**config.mk**
```make
export PLATFORM = sky130hd
export DESIGN_NAME = bitcheck_validator
export DESIGN_NICKNAME = d
export VERILOG_FILES = /design/src/rtl/bchk_pkg.sv /design/src/rtl/bchk_edge_sync.sv /design/src/rtl/bchk_tick_gen.sv /design/src/rtl/bchk_interval_timer.sv /design/src/rtl/bchk_mode_ctrl.sv /design/src/rtl/bitcheck_validator.sv
export SDC_FILE = /design/constraint.sdc
export NUM_CORES = 1
export LEC_CHECK = 0
export CORE_UTILIZATION = 49
export CTS_CLUSTER_DIAMETER = 100
export DETAILED_ROUTE_END_ITERATION = 7
export GPL_ROUTABILITY_DRIVEN = 0
export HOLD_SLACK_MARGIN = 0.02
export PLACE_DENSITY_LB_ADDON = 0.05
export SLEW_MARGIN = 15
export SYNTH_ARGS = -nofsm -noshare
export SYNTH_HDL_FRONTEND = slang
export SYNTH_HIERARCHICAL = 1
export SYNTH_SLANG_ARGS = --single-unit
export TNS_END_PERCENT = 10
```
**constraint.sdc**
```tcl
create_clock -name clk -period 3.4 [get_ports clk]
set_input_delay 0.68 -clock clk [delete_from_list [all_inputs] [get_ports clk]]
set_output_delay 0.68 -clock clk [all_outputs]
set_load 0.01 [all_outputs]
```
**src/rtl/bchk_pkg.sv**
```systemverilog
package bchk_pkg;

  typedef enum logic [1:0] {
    MODE_IDLE  = 2'd0,
    MODE_CHECK = 2'd1,
    MODE_RECV  = 2'd2
  } mode_e;

  typedef enum logic [1:0] {
    IV_NONE  = 2'd0,
    IV_SHORT = 2'd1,
    IV_GOOD  = 2'd2,
    IV_LONG  = 2'd3
  } iv_e;

endpackage

```
**src/rtl/bchk_edge_sync.sv**
```systemverilog
module bchk_edge_sync #(
  parameter int STAGES = 2
) (
  input  logic clk,
  input  logic rst_n,
  input  logic din,
  output logic edge_o
);
  logic [STAGES-1:0] sync_q;
  logic [STAGES-1:0] sync_d;
  logic              prev_q;

  genvar g;
  generate
    for (g = 0; g < STAGES; g++) begin : g_stage
      if (g == 0) begin : g_first
        assign sync_d[g] = din;
      end else begin : g_rest
        assign sync_d[g] = sync_q[g-1];
      end
    end
  endgenerate

  always_ff @(posedge clk or negedge rst_n) begin
    if (!rst_n) begin
      sync_q <= '0;
      prev_q <= 1'b0;
    end else begin
      sync_q <= sync_d;
      prev_q <= sync_q[STAGES-1];
    end
  end

  assign edge_o = sync_q[STAGES-1] ^ prev_q;

endmodule

```
**src/rtl/bchk_tick_gen.sv**
```systemverilog
module bchk_tick_gen #(
  parameter int DIV = 4
) (
  input  logic clk,
  input  logic rst_n,
  input  logic run,
  output logic tick
);
  localparam int DW = (DIV > 1) ? $clog2(DIV) : 1;
  localparam logic [DW-1:0] LAST = DW'(DIV - 1);

  logic [DW-1:0] cnt_q;
  logic [DW-1:0] cnt_d;

  always_comb begin
    cnt_d = cnt_q;
    if (!run) begin
      cnt_d = '0;
    end else if (cnt_q == LAST) begin
      cnt_d = '0;
    end else begin
      cnt_d = cnt_q + 1'b1;
    end
  end

  always_ff @(posedge clk or negedge rst_n) begin
    if (!rst_n) cnt_q <= '0;
    else        cnt_q <= cnt_d;
  end

  assign tick = run && (cnt_q == LAST);

endmodule

```
**src/rtl/bchk_interval_timer.sv**
```systemverilog
module bchk_interval_timer
  import bchk_pkg::*;
#(
  parameter int LIM_W = 8
) (
  input  logic             clk,
  input  logic             rst_n,
  input  logic             clr,
  input  logic             tick,
  input  logic             edge_i,
  input  logic [LIM_W-1:0] lim_lo,
  input  logic [LIM_W-1:0] lim_hi,
  output iv_e              iv_cls
);
  localparam logic [LIM_W-1:0] CNT_MAX = '1;

  logic [LIM_W-1:0] cnt_q, cnt_d;
  logic             armed_q, armed_d;

  always_comb begin
    cnt_d   = cnt_q;
    armed_d = armed_q;
    iv_cls  = IV_NONE;
    if (clr) begin
      cnt_d   = '0;
      armed_d = 1'b0;
    end else if (armed_q && (cnt_q >= lim_hi)) begin
      iv_cls  = IV_LONG;
      cnt_d   = '0;
      armed_d = 1'b0;
    end else if (edge_i) begin
      cnt_d   = '0;
      armed_d = 1'b1;
      if (armed_q) iv_cls = (cnt_q < lim_lo) ? IV_SHORT : IV_GOOD;
    end else if (armed_q && tick && (cnt_q != CNT_MAX)) begin
      cnt_d = cnt_q + 1'b1;
    end
  end

  always_ff @(posedge clk or negedge rst_n) begin
    if (!rst_n) begin
      cnt_q   <= '0;
      armed_q <= 1'b0;
    end else begin
      cnt_q   <= cnt_d;
      armed_q <= armed_d;
    end
  end

  AST_UNARMED_STILL: assert property (@(posedge clk) disable iff (!rst_n)
    !armed_q |-> (cnt_q == '0)) else $error("count moved while unarmed");
  AST_CLASS_NEEDS_ARM: assert property (@(posedge clk) disable iff (!rst_n)
    (iv_cls != IV_NONE) |-> armed_q) else $error("interval classified unarmed");
  AST_LONG_DISARMS: assert property (@(posedge clk) disable iff (!rst_n)
    (iv_cls == IV_LONG) |=> !armed_q) else $error("still armed after timeout");

endmodule

```
**src/rtl/bchk_mode_ctrl.sv**
```systemverilog
module bchk_mode_ctrl
  import bchk_pkg::*;
#(
  parameter int BITS_W = 6
) (
  input  logic              clk,
  input  logic              rst_n,
  input  logic              enable,
  input  logic              poll_req,
  input  logic [BITS_W-1:0] bits_req,
  input  iv_e               iv_cls,
  output logic              timer_clr,
  output logic              rx_mode,
  output logic              pass_pulse,
  output logic              fail_pulse
);
  localparam int GW = BITS_W + 1;

  mode_e            state_q, state_d;
  logic [GW-1:0]    good_q, good_d;
  logic             pass_q, pass_d;
  logic             fail_q, fail_d;
  logic [GW-1:0]    req_eff;

  assign req_eff = (bits_req == '0) ? GW'(1) : {1'b0, bits_req};

  always_comb begin
    state_d = state_q;
    good_d  = good_q;
    pass_d  = 1'b0;
    fail_d  = 1'b0;
    if (!enable) begin
      state_d = MODE_IDLE;
      good_d  = '0;
    end else begin
      unique case (state_q)
        MODE_IDLE: begin
          state_d = MODE_CHECK;
          good_d  = '0;
        end
        MODE_CHECK: begin
          if (poll_req) begin
            good_d = '0;
          end else begin
            unique case (iv_cls)
              IV_SHORT, IV_LONG: begin
                fail_d = 1'b1;
                good_d = '0;
              end
              IV_GOOD: begin
                if ((good_q + 1'b1) >= req_eff) begin
                  pass_d  = 1'b1;
                  state_d = MODE_RECV;
                  good_d  = '0;
                end else begin
                  good_d = good_q + 1'b1;
                end
              end
              default: ;
            endcase
          end
        end
        MODE_RECV: begin
          if (poll_req) state_d = MODE_CHECK;
        end
        default: state_d = MODE_IDLE;
      endcase
    end
  end

  always_ff @(posedge clk or negedge rst_n) begin
    if (!rst_n) begin
      state_q <= MODE_IDLE;
      good_q  <= '0;
      pass_q  <= 1'b0;
      fail_q  <= 1'b0;
    end else begin
      state_q <= state_d;
      good_q  <= good_d;
      pass_q  <= pass_d;
      fail_q  <= fail_d;
    end
  end

  assign timer_clr  = !enable || (state_q != MODE_CHECK) || poll_req;
  assign rx_mode    = (state_q == MODE_RECV);
  assign pass_pulse = pass_q;
  assign fail_pulse = fail_q;

  AST_PULSE_EXCL: assert property (@(posedge clk) disable iff (!rst_n)
    !(pass_q && fail_q)) else $error("pass and fail together");
  AST_PASS_SINGLE: assert property (@(posedge clk) disable iff (!rst_n)
    pass_q |=> !pass_q) else $error("pass longer than one cycle");
  AST_FAIL_SINGLE: assert property (@(posedge clk) disable iff (!rst_n)
    fail_q |=> !fail_q) else $error("fail longer than one cycle");
  AST_PASS_ENTERS_RX: assert property (@(posedge clk) disable iff (!rst_n)
    pass_q |-> (state_q == MODE_RECV)) else $error("pass without receiving mode");
  AST_RX_HOLD: assert property (@(posedge clk) disable iff (!rst_n)
    (state_q == MODE_RECV) && enable && !poll_req |=> (state_q == MODE_RECV))
    else $error("left receiving mode unasked");
  AST_RX_QUIET: assert property (@(posedge clk) disable iff (!rst_n)
    (state_q == MODE_RECV) && !$past(state_q == MODE_CHECK) |-> !fail_q && !pass_q)
    else $error("pulse in receiving mode");
  AST_POLL_EXIT: assert property (@(posedge clk) disable iff (!rst_n)
    (state_q == MODE_RECV) && poll_req && enable |=> (state_q == MODE_CHECK))
    else $error("poll request ignored");
  AST_IDLE_CLEAR: assert property (@(posedge clk) disable iff (!rst_n)
    !enable |=> (state_q == MODE_IDLE) && !pass_q && !fail_q && (good_q == '0))
    else $error("not idle after enable low");
  AST_GOOD_BOUND: assert property (@(posedge clk) disable iff (!rst_n)
    (state_q == MODE_CHECK) && $stable(bits_req) |-> (good_q < req_eff))
    else $error("good count overran target");

endmodule

```
**src/rtl/bitcheck_validator.sv**
```systemverilog
module bitcheck_validator
  import bchk_pkg::*;
#(
  parameter int LIM_W    = 8,
  parameter int BITS_W   = 6,
  parameter int TICK_DIV = 4,
  parameter int SYNC_N   = 2
) (
  input  logic              clk,
  input  logic              rst_n,
  input  logic              enable,
  input  logic              dem_in,
  input  logic [LIM_W-1:0]  lim_lo,
  input  logic [LIM_W-1:0]  lim_hi,
  input  logic [BITS_W-1:0] bits_req,
  input  logic              poll_req,
  output logic              rx_mode,
  output logic              pass_pulse,
  output logic              fail_pulse
);
  logic edge_w;
  logic tick_w;
  logic clr_w;
  iv_e  cls_w;

  bchk_edge_sync #(.STAGES(SYNC_N)) u_sync (
    .clk    (clk),
    .rst_n  (rst_n),
    .din    (dem_in),
    .edge_o (edge_w)
  );

  bchk_tick_gen #(.DIV(TICK_DIV)) u_tick (
    .clk   (clk),
    .rst_n (rst_n),
    .run   (enable),
    .tick  (tick_w)
  );

  bchk_interval_timer #(.LIM_W(LIM_W)) u_timer (
    .clk    (clk),
    .rst_n  (rst_n),
    .clr    (clr_w),
    .tick   (tick_w),
    .edge_i (edge_w),
    .lim_lo (lim_lo),
    .lim_hi (lim_hi),
    .iv_cls (cls_w)
  );

  bchk_mode_ctrl #(.BITS_W(BITS_W)) u_ctrl (
    .clk        (clk),
    .rst_n      (rst_n),
    .enable     (enable),
    .poll_req   (poll_req),
    .bits_req   (bits_req),
    .iv_cls     (cls_w),
    .timer_clr  (clr_w),
    .rx_mode    (rx_mode),
    .pass_pulse (pass_pulse),
    .fail_pulse (fail_pulse)
  );

  AST_TOP_RESET_QUIET: assert property (@(posedge clk) disable iff (!rst_n)
    !$past(enable) |-> !rx_mode && !pass_pulse && !fail_pulse)
    else $error("activity while disabled");

endmodule

```
# Word-level counts from Yosys, hierarchy flattened
# Cells that the tools add are included.
[classes]
n_addsub = 3
n_lt_le_gt_ge = 3
eq_ne = 14
n_mux = 35
bitwise = 1
reduce_logical = 14
[op_table]
columns = ["op", "count"]
rows = [
  ["two-way mux 8 bit", 4],
  ["case mux 7 bit (2 select lines)", 2],
  ["two-way mux 2 bit", 12],
  ["two-way mux 7 bit", 3],
  ["two-way mux 1 bit", 12],
  ["adder 8 x 1 -> 8 bit (second input constant)", 1],
  ["equality test 2 bit (second input constant)", 4],
  [">= comparator 8 bit", 1],
  ["< comparator 8 bit", 1],
  ["!= test 8 bit (second input constant)", 1],
  ["adder 7 x 1 -> 7 bit (second input constant)", 1],
  [">= comparator 7 bit", 1],
  ["zero test 6 bit", 1],
  ["two-way mux 6 bit", 1],
  ["!= test 3 x 2 -> 1 bit (second input constant)", 2],
  ["!= test 3 bit (second input constant)", 2],
  ["case mux 2 bit (3 select lines)", 1],
  ["!= test 5 x 4 -> 1 bit (second input constant)", 1],
  ["equality test 2 x 1 -> 1 bit (second input constant)", 2],
  ["logical AND 1 bit", 4],
  ["AND reduction 4 bit", 1],
  ["nonzero test 4 bit", 1],
  ["!= test 3 x 1 -> 1 bit (second input constant)", 1],
  ["nonzero test 3 bit", 1],
  ["other kinds (8)", 9],
]
[word_totals]
ff_bits = 25
input_bits = 27
out_inout_bits = 3
word_cells = 79

# Depth between registers and ports, before layout
# Gate-level depths: netlist of the first run.
[logic_depth]
ltp_word = 12
mapped_depth = 11
depth_no_buf = 11

# Hierarchy
# The synthesis of the first run kept the hierarchy.
[modules_own_cells]
columns = ["module", "instances", "cells_per_inst", "area_per_inst_um2", "seq_area_each_um2"]
rows = [
  ["bchk_interval_timer", 1, 106, 922.1, 225.2],
  ["bchk_mode_ctrl", 1, 75, 729.4, 275.3],
  ["bchk_tick_gen", 1, 6, 88.8, 50.0],
  ["bchk_edge_sync", 1, 4, 83.8, 75.1],
]

# Least setup slack after synthesis of the first run
# No wires, ideal clock.
[synth_path]
path_kind = "in2reg"
from = "input lim_lo[1]"
to = "register u_ctrl.good_q[2]"
setup_time_ns = 0.130
arrival_ns = 2.475
t_required_ns = 3.270
slack_ns = 0.795
path_stages = 11
n_path_buf = 0
cell_sequence = "inv_1 -> ha_1 -> or4_1 -> a21oi_1 -> o31a_1 -> nand2_1 -> a21oi_1 -> nand3b_1 -> inv_1 -> a41oi_1 -> o22ai_1"
[synth_between]
elab_chain_len = 12
elab_cells_between_ends = 16
classes_between = "order compare: 1; eq/ne: 4; mux: 9; reduce/logical: 2"
[synth_rtl]
columns = ["item", "line", "rtl"]
rows = [
  ["from (decl)", "bitcheck_validator.sv:13", "input logic [LIM_W-1:0] lim_lo,"],
  ["< comparator 8 bit (*)", "bchk_interval_timer.sv:34", "if (armed_q) iv_cls = (cnt_q < lim_lo) ? IV_SHORT : IV_GOOD;"],
  ["two-way mux 2 bit (*) (2 in a row)", "bchk_interval_timer.sv:34", ""],
  ["two-way mux 2 bit (*)", "bchk_interval_timer.sv:31", "end else if (edge_i) begin"],
  ["two-way mux 2 bit (*)", "bchk_interval_timer.sv:27", "end else if (armed_q && (cnt_q >= lim_hi)) begin"],
  ["two-way mux 2 bit (*)", "bchk_interval_timer.sv:24", "if (clr) begin"],
  ["named net cls_w[0]", "bitcheck_validator.sv:24", "iv_e cls_w;"],
  ["equality test 2 x 1 -> 1 bit / equality test 2 bit (equally long branches)", "bchk_mode_ctrl.sv:45", "unique case (iv_cls)"],
  ["OR reduction 2 bit", "bchk_mode_ctrl.sv:45", ""],
  ["case mux 7 bit (2 select lines)", "bchk_mode_ctrl.sv:45", ""],
  ["two-way mux 7 bit", "bchk_mode_ctrl.sv:42", "if (poll_req) begin"],
  ["case mux 7 bit (2 select lines)", "bchk_mode_ctrl.sv:36", "unique case (state_q)"],
  ["two-way mux 7 bit", "bchk_mode_ctrl.sv:32", "if (!enable) begin"],
  ["to (signal assigned)", "bchk_mode_ctrl.sv:79", "good_q <= good_d;"],
  ["to (decl)", "bchk_mode_ctrl.sv:20", "logic [GW-1:0] good_q, good_d;"],
]
# The timed path passes the listed nets; every way through them passes the cells marked *.
# A chain may end at the register's enable or synchronous reset.

# Worst setup path after layout of the first run
# Same ends and word-level chain as after synthesis.

==> impl_metrics.env, run 1 <==
export IMPL_num_antenna_cells=0
export IMPL_cts_num_sinks=25
export IMPL_postLayoutCellArea_mm2=0.00223
export IMPL_yosysTopAreaCell="dfrtp_1"
export IMPL_p_total_mw=0.552
export IMPL_final_antenna_net_count=0
export IMPL_finalHoldViolCount=0
export IMPL_root_buffer="clkbuf_8"
export IMPL_leakage_nw=1.07
export IMPL_internal_power_mw=0.432
export IMPL_setup_ws_ps=386
export IMPL_io_pins=30
export IMPL_fp_dieW_um=63.0
export IMPL_r2r_start="u_ctrl/good_q[0]$_DFFE_PN0P_"
export IMPL_grt_setup_unrepaired="no"
export IMPL_hp_start="u_sync/sync_q[0]$_DFF_PN0_"
export IMPL_synth_distinct_cells=49
export IMPL_ys_warnings_count=6
export IMPL_antenna_found_initial=0
export IMPL_slew_headroom=0.661
export IMPL_synth_edf_count=0
export IMPL_netlist_area_mm2=0.00182
export IMPL_fin_util=0.648
export IMPL_place_inst=268
export IMPL_syn_inst=191
export IMPL_syn_nets=242
export IMPL_cts_resized=0
export IMPL_yosysTopAreaCellShare=0.343
export IMPL_place_ws_ps=140
export IMPL_hold_path_class="flip-flop to flip-flop"
export IMPL_arrival_ps=3200
export IMPL_fin_nets=278
export IMPL_drtIter0Drc=34
export IMPL_grt_max_degree=26
export IMPL_switching_share=0.218
export IMPL_via_per_inst=5.38
export IMPL_p_seq_frac=0.555
export IMPL_fin_tns_setup_ps=0
export IMPL_worstSkewPairLatency_ps=260
export IMPL_tightest_slew_ps=505
export IMPL_synthTopCellsByArea="dfrtp_1, ha_1, inv_1"
export IMPL_cp_start_kind="input pin"
export IMPL_wire_per_inst_um=13.7
export IMPL_syn_avg_cell_area_um2=9.55
export IMPL_num_rows=21
export IMPL_clock_path_buffers=2
export IMPL_maxCapViolations=0
export IMPL_timing_hold_ws_ps=359
export IMPL_cp_end_kind="flip-flop"
export IMPL_fin_skew_ps=5.82
export IMPL_path_clk_slew_ps=80
export IMPL_power_density_mw_per_mm2=247
export IMPL_timing_fmax_mhz=332
export IMPL_area_delta_synth_final_pct=22.4
export IMPL_n_fill_cell=301
export IMPL_wl_mm=3.74
export IMPL_grt_pass1_vias=1503
export IMPL_mostFrequentLayoutCell="clkdlybuf4s50_1"
export IMPL_min_period_over_period=0.887
export IMPL_start_util=0.530
export IMPL_setup_viol=0
export IMPL_htreeDepth=1
export IMPL_cts_made_buffers=3
export IMPL_worst_ir_drop_vdd_mv=0.294
export IMPL_holdBufCountCts=0
export IMPL_crit_fanout=7
export IMPL_clockPowerShare=0.303
export IMPL_slew_viol_final=0
export IMPL_outcome="complete, no violations"
export IMPL_track_usage=0.213
export IMPL_detailed_place_area_mm2=0.00219
export IMPL_ys_flop_type="dfrtp_1"
export IMPL_ys_async_sr_fraction=1.00
export IMPL_worst_setup_path_type="input pin to flip-flop"
export IMPL_cts_tree="done"
export IMPL_dr_pass1_iters=4
export IMPL_period_minus_slack_ps=3010
export IMPL_core_area_mm2=0.00344
export IMPL_cts_setup_buffers=0
export IMPL_vias=1464
export IMPL_grt_pass1_wl_mm=6.73
export IMPL_drc_errors=0
export IMPL_drive_gt1_frac=0.0929
export IMPL_final_cell_mix="clkdlybuf4s50_1, inv_1, dfrtp_1, ha_1"
export IMPL_crit_start="lim_lo[1]"
export IMPL_ys_seq_area_frac=0.343
export IMPL_hpwlAfterDp_mm=3.07
export IMPL_power_net_switching_mw=0.120
export IMPL_combPwrFrac=0.142
export IMPL_die_h_um=63.0
export IMPL_fin_cells=272
export IMPL_portBuffers=29
export IMPL_ys_ff_latch=25
export IMPL_grt_overflow=0
export IMPL_dieArea_mm2=0.00397
export IMPL_required_ps=3580
## final timing paths
| path | cells after the start | to | slack (ps) |
|---|---|---|---|
| max reg2reg | 9 | u_ctrl/good_q[5]$_DFFE_PN0P_ | 690 |
| min reg2reg | 0 | u_sync/sync_q[1]$_DFF_PN0_ | 360 |
| min | 0 | u_sync/sync_q[1]$_DFF_PN0_ | 360 |
| max | 11 | u_ctrl/good_q[2]$_DFFE_PN0P_ | 390 |
| max in group asynchronous | 2 | u_ctrl/state_q[1]$_DFFE_PN0P_ | 2390 |
| min in group asynchronous | 2 | u_timer/cnt_q[6]$_DFFE_PN0P_ | 770 |
## Yosys cell counts (2+ instances only)
| library cell | n |
|---|---|
| inv_1 | 26 |
| dfrtp_1 | 25 |
| ha_1 | 24 |
| nand2_1 | 15 |
| nor2_1 | 15 |
| a21oi_1 | 10 |
| nand3_1 | 9 |
| a32o_1 | 5 |
| o21ai_0 | 4 |
| xor2_1 | 4 |
| and2_1 | 3 |
| nand2b_1 | 3 |
| nor3_1 | 3 |
| xnor2_1 | 3 |
| a2111oi_4 | 2 |
| a211oi_2 | 2 |
| a21o_1 | 2 |
| and3_1 | 2 |
| mux2i_1 | 2 |
| o21a_1 | 2 |
| or4_1 | 2 |
## cells by family (layout without fill, tap and decap cells)
logic type,Yosys count,after routing,share of synthesized area
compound gates,41,41,0.197
buf+inv,27,62,0.0556
simple gates,65,65,0.195
fa+ha+maj,24,24,0.165
flops,25,25,0.343
xor+xnor,7,7,0.0336
mux,2,2,0.0110
## worst max-delay path: stages
cell and delay [ps]:
clkdlybuf4s50_1 460, inv_1 40, ha_1 180, or4_1 530
a21oi_1 130, o31a_1 180, nand2b_1 110, a21oi_1 100
o31ai_2 510, a41oi_1 90, o22ai_1 170
## layout make-up
cell class                 instances  area (um2)  area share
multi-input combinational        139        1100       0.492
sequential                        25         626       0.280
timing repair buffer              31         305       0.137
inverter                          27         101      0.0454
tap                               46        57.6      0.0258
clock buffer                       4        45.0      0.0202
## state kept, by name (all words and copies together), names as in the netlist
name	count
u_timer/cnt_q	8
u_ctrl/good_q	7
u_ctrl/state_q	2
u_sync/sync_q	2
u_tick/cnt_q	2
u_ctrl/fail_pulse	1
u_ctrl/pass_pulse	1
u_sync/prev_q	1
u_timer/armed_q	1
## routing by layer
metal / track usage / share of wire / up-vias / routed length, um
met5: 0 / 0 / - / 0
met4: 0.0203 / 0 / 0 / 0
met3: 0.0456 / 0.040 / 0 / 150
met2: 0.366 / 0.48 / 26 / 1780
met1: 0.282 / 0.48 / 687 / 1800
li1: - / - / 751 / -
## power groups by stage
stage	combinational, mW	sequential [mW]	clock (mW)
floorplan	0.0342	0.312	0
global placement	0.0755	0.312	0
detailed placement	0.0786	0.312	0
CTS	0.0794	0.306	0.173
global route	0.0884	0.307	0.187
finish	0.0785	0.306	0.167
No activity file was read; power rests on OpenSTA's default activity.
==> run 2: changes to the inputs <==
PLACE_DENSITY = 0.74   (was unset)
PLACE_DENSITY_LB_ADDON = unset   (was 0.05)
==> run 2 against run 1 <==
  * Register-to-register slack improved by 30 ps
  * Via count increased by 3.3%
  * Clock power increased by 3%
  * Core utilization unchanged
  * Global-route usage increased by 0.67 points
  * Combinational power increased by 0.6%
  * Design area unchanged
  * Setup slack improved by 27 ps
  * First-iteration DRC count increased to 2.5 times the previous value
  * Cell count unchanged
  * Flip-flop and latch count unchanged
  * Critical endpoint unchanged
  * Highest routed layer is now met4
==> impl_metrics.env, run 2 (same netlist as run 1, synthesis figures left out) <==
export IMPL_track_usage=0.220
export IMPL_ff2ff_path_depth=9
export IMPL_regArea_um2=626
export IMPL_start_util=0.530
export IMPL_cpMaxStageDelayCell="or4_1"
export IMPL_fin_cells=272
export IMPL_leakage_nw=1.07
export IMPL_finalHoldViolCount=0
export IMPL_setup_ws_ps=413
export IMPL_period_minus_slack_ps=2990
export IMPL_largest_registers="u_timer/cnt_q (8), u_ctrl/good_q (7)"
export IMPL_setup_viol=0
export IMPL_r2r_setup_slack_ps=720
export IMPL_holdBufCountCts=0
export IMPL_clock_path_buffers=2
export IMPL_tightest_slew_ps=463
export IMPL_n_fill_cell=293
export IMPL_worst_ir_drop_vdd_mv=0.223
export IMPL_critPathBufInv=2
export IMPL_min_path_cells=0
export IMPL_drtIter0Drc=86
export IMPL_crit_fanout=7
export IMPL_power_net_switching_mw=0.125
export IMPL_antenna_found_initial=0
export IMPL_r2r_start="u_ctrl/good_q[0]$_DFFE_PN0P_"
export IMPL_vias=1513
export IMPL_clockPowerShare=0.308
export IMPL_required_ps=3590
export IMPL_timing_fmax_mhz=335
export IMPL_crit_chain="clkdlybuf4s50_1 > inv_1 > ha_1 > or4_1 > a21oi_1 > o31a_1 > nand2b_1 > a21oi_1 > o31ai_2 > a41oi_1 > o22ai_1"
export IMPL_worst_setup_path_type="input pin to flip-flop"
export IMPL_hold_end="u_sync/sync_q[1]$_DFF_PN0_"
export IMPL_cts_resized=0
export IMPL_grt_pass1_wl_mm=7.06
export IMPL_drive_gt1_frac=0.0929
export IMPL_cts_tree="done"
export IMPL_place_inst=268
export IMPL_cp_common_cell="a21oi_1"
export IMPL_min_period_over_period=0.879
export IMPL_combPwrFrac=0.142
export IMPL_fp_dieW_um=63.0
export IMPL_hpwlAfterDp_mm=3.15
export IMPL_final_cell_mix="clkdlybuf4s50_1, inv_1, dfrtp_1, ha_1"
export IMPL_drc_errors=0
export IMPL_cts_setup_buffers=0
export IMPL_internal_power_mw=0.432
export IMPL_num_rows=21
export IMPL_hp_start="u_sync/sync_q[0]$_DFF_PN0_"
export IMPL_dieArea_mm2=0.00397
export IMPL_slew_viol_final=0
export IMPL_place_ws_ps=168
export IMPL_max_stage_delay_ps=530
export IMPL_fin_skew_ps=4.73
export IMPL_largest_reg_flops=8
export IMPL_grt_setup_unrepaired="no"
export IMPL_htreeDepth=1
export IMPL_mostFrequentLayoutCell="clkdlybuf4s50_1"
export IMPL_switching_share=0.224
export IMPL_arrival_ps=3180
export IMPL_postLayoutCellArea_mm2=0.00223
export IMPL_cts_num_sinks=25
export IMPL_root_buffer="clkbuf_8"
export IMPL_maxCapViolations=0
export IMPL_via_per_inst=5.56
export IMPL_wl_mm=3.88
export IMPL_core_area_mm2=0.00344
export IMPL_outcome="complete, no violations"
export IMPL_worstSkewPairLatency_ps=270
export IMPL_die_h_um=63.0
export IMPL_fin_tns_setup_ps=0
export IMPL_path_clk_slew_ps=80
export IMPL_power_density_mw_per_mm2=250
export IMPL_path_delay_family="compound AO/OA/AOI/OAI gates"
export IMPL_multiInputGateArea_mm2=0.00110
export IMPL_hold_path_class="flip-flop to flip-flop"
export IMPL_top_register="u_timer/cnt_q"
export IMPL_portBuffers=29
export IMPL_p_seq_frac=0.550
export IMPL_io_pins=30
export IMPL_cp_end_kind="flip-flop"
export IMPL_grt_overflow=0
export IMPL_cts_made_buffers=3
export IMPL_slew_headroom=0.690
export IMPL_num_antenna_cells=0
export IMPL_grt_max_degree=26
export IMPL_detailed_place_area_mm2=0.00219
export IMPL_final_antenna_net_count=0
export IMPL_fin_nets=278
export IMPL_r2r_end="u_ctrl/state_q[1]$_DFFE_PN0P_"
export IMPL_cp_start_kind="input pin"
export IMPL_wire_per_inst_um=14.3
export IMPL_area_delta_synth_final_pct=22.4
export IMPL_dr_pass1_iters=4
export IMPL_grt_pass1_vias=1605
-- run 2: how the worst max path moves through the flow --
stage               startpoint                           end  slack, ps  cells past startpoint
floorplan            lim_lo[1]  u_ctrl/good_q[2]$_DFFE_PN0P_        790                     11
global placement     lim_lo[1]  u_ctrl/good_q[2]$_DFFE_PN0P_        300                     11
detailed placement   lim_lo[1]  u_ctrl/good_q[2]$_DFFE_PN0P_        170                     11
CTS                  lim_lo[1]  u_ctrl/good_q[2]$_DFFE_PN0P_        440                     11
global route         lim_hi[3]  u_ctrl/good_q[0]$_DFFE_PN0P_        230                     12
finish               lim_lo[1]  u_ctrl/good_q[2]$_DFFE_PN0P_        410                     11
-- run 2: cell type report --
cell class / instances / area share
Multi-Input combinational cell: 139 / 0.492
Inverter: 27 / 0.0454
Timing Repair Buffer: 31 / 0.137
Clock buffer: 4 / 0.0202
Tap cell: 46 / 0.0258
Sequential cell: 25 / 0.280
-- run 2: stage by stage --
step / hold WS [ps] / total power, mW / utilization
after global placement: 335 / 0.388 / 0.635
after floorplan: 331 / 0.346 / -
after global routing: 362 / 0.591 / 0.648
final: 352 / 0.557 / 0.648
after CTS: 355 / 0.569 / 0.648
after detailed placement: 335 / 0.392 / 0.635
-- run 2: power by group through the flow --
| stage | clock (mW) | sequential (mW) | combinational (mW) |
|---|---|---|---|
| after floorplan | 0 | 0.312 | 0.0342 |
| after global placement | 0 | 0.312 | 0.0763 |
| after detailed placement | 0 | 0.312 | 0.0796 |
| after CTS | 0.182 | 0.306 | 0.0801 |
| after global routing | 0.194 | 0.307 | 0.0899 |
| final | 0.172 | 0.306 | 0.0790 |
-- run 2: routing by layer --
metal | global-route usage | share of wire | up-vias
met5 | 0 | 0 | -
met4 | 0.0465 | 0.0036 | 0
met3 | 0.0347 | 0.048 | 2
met2 | 0.380 | 0.50 | 36
met1 | 0.285 | 0.45 | 725
li1 | - | - | 750
-- run 2: worst register-to-register path: cells and delay by family, from the launching register on --
kind / cells / cell delay [ps]
AOI/OAI and AO/OA: 4 / 1010
adders and majority gates: 2 / 590
DFF: 1 / 440
and+or+nand+nor: 2 / 270
xor gates and xnor gates: 1 / 270
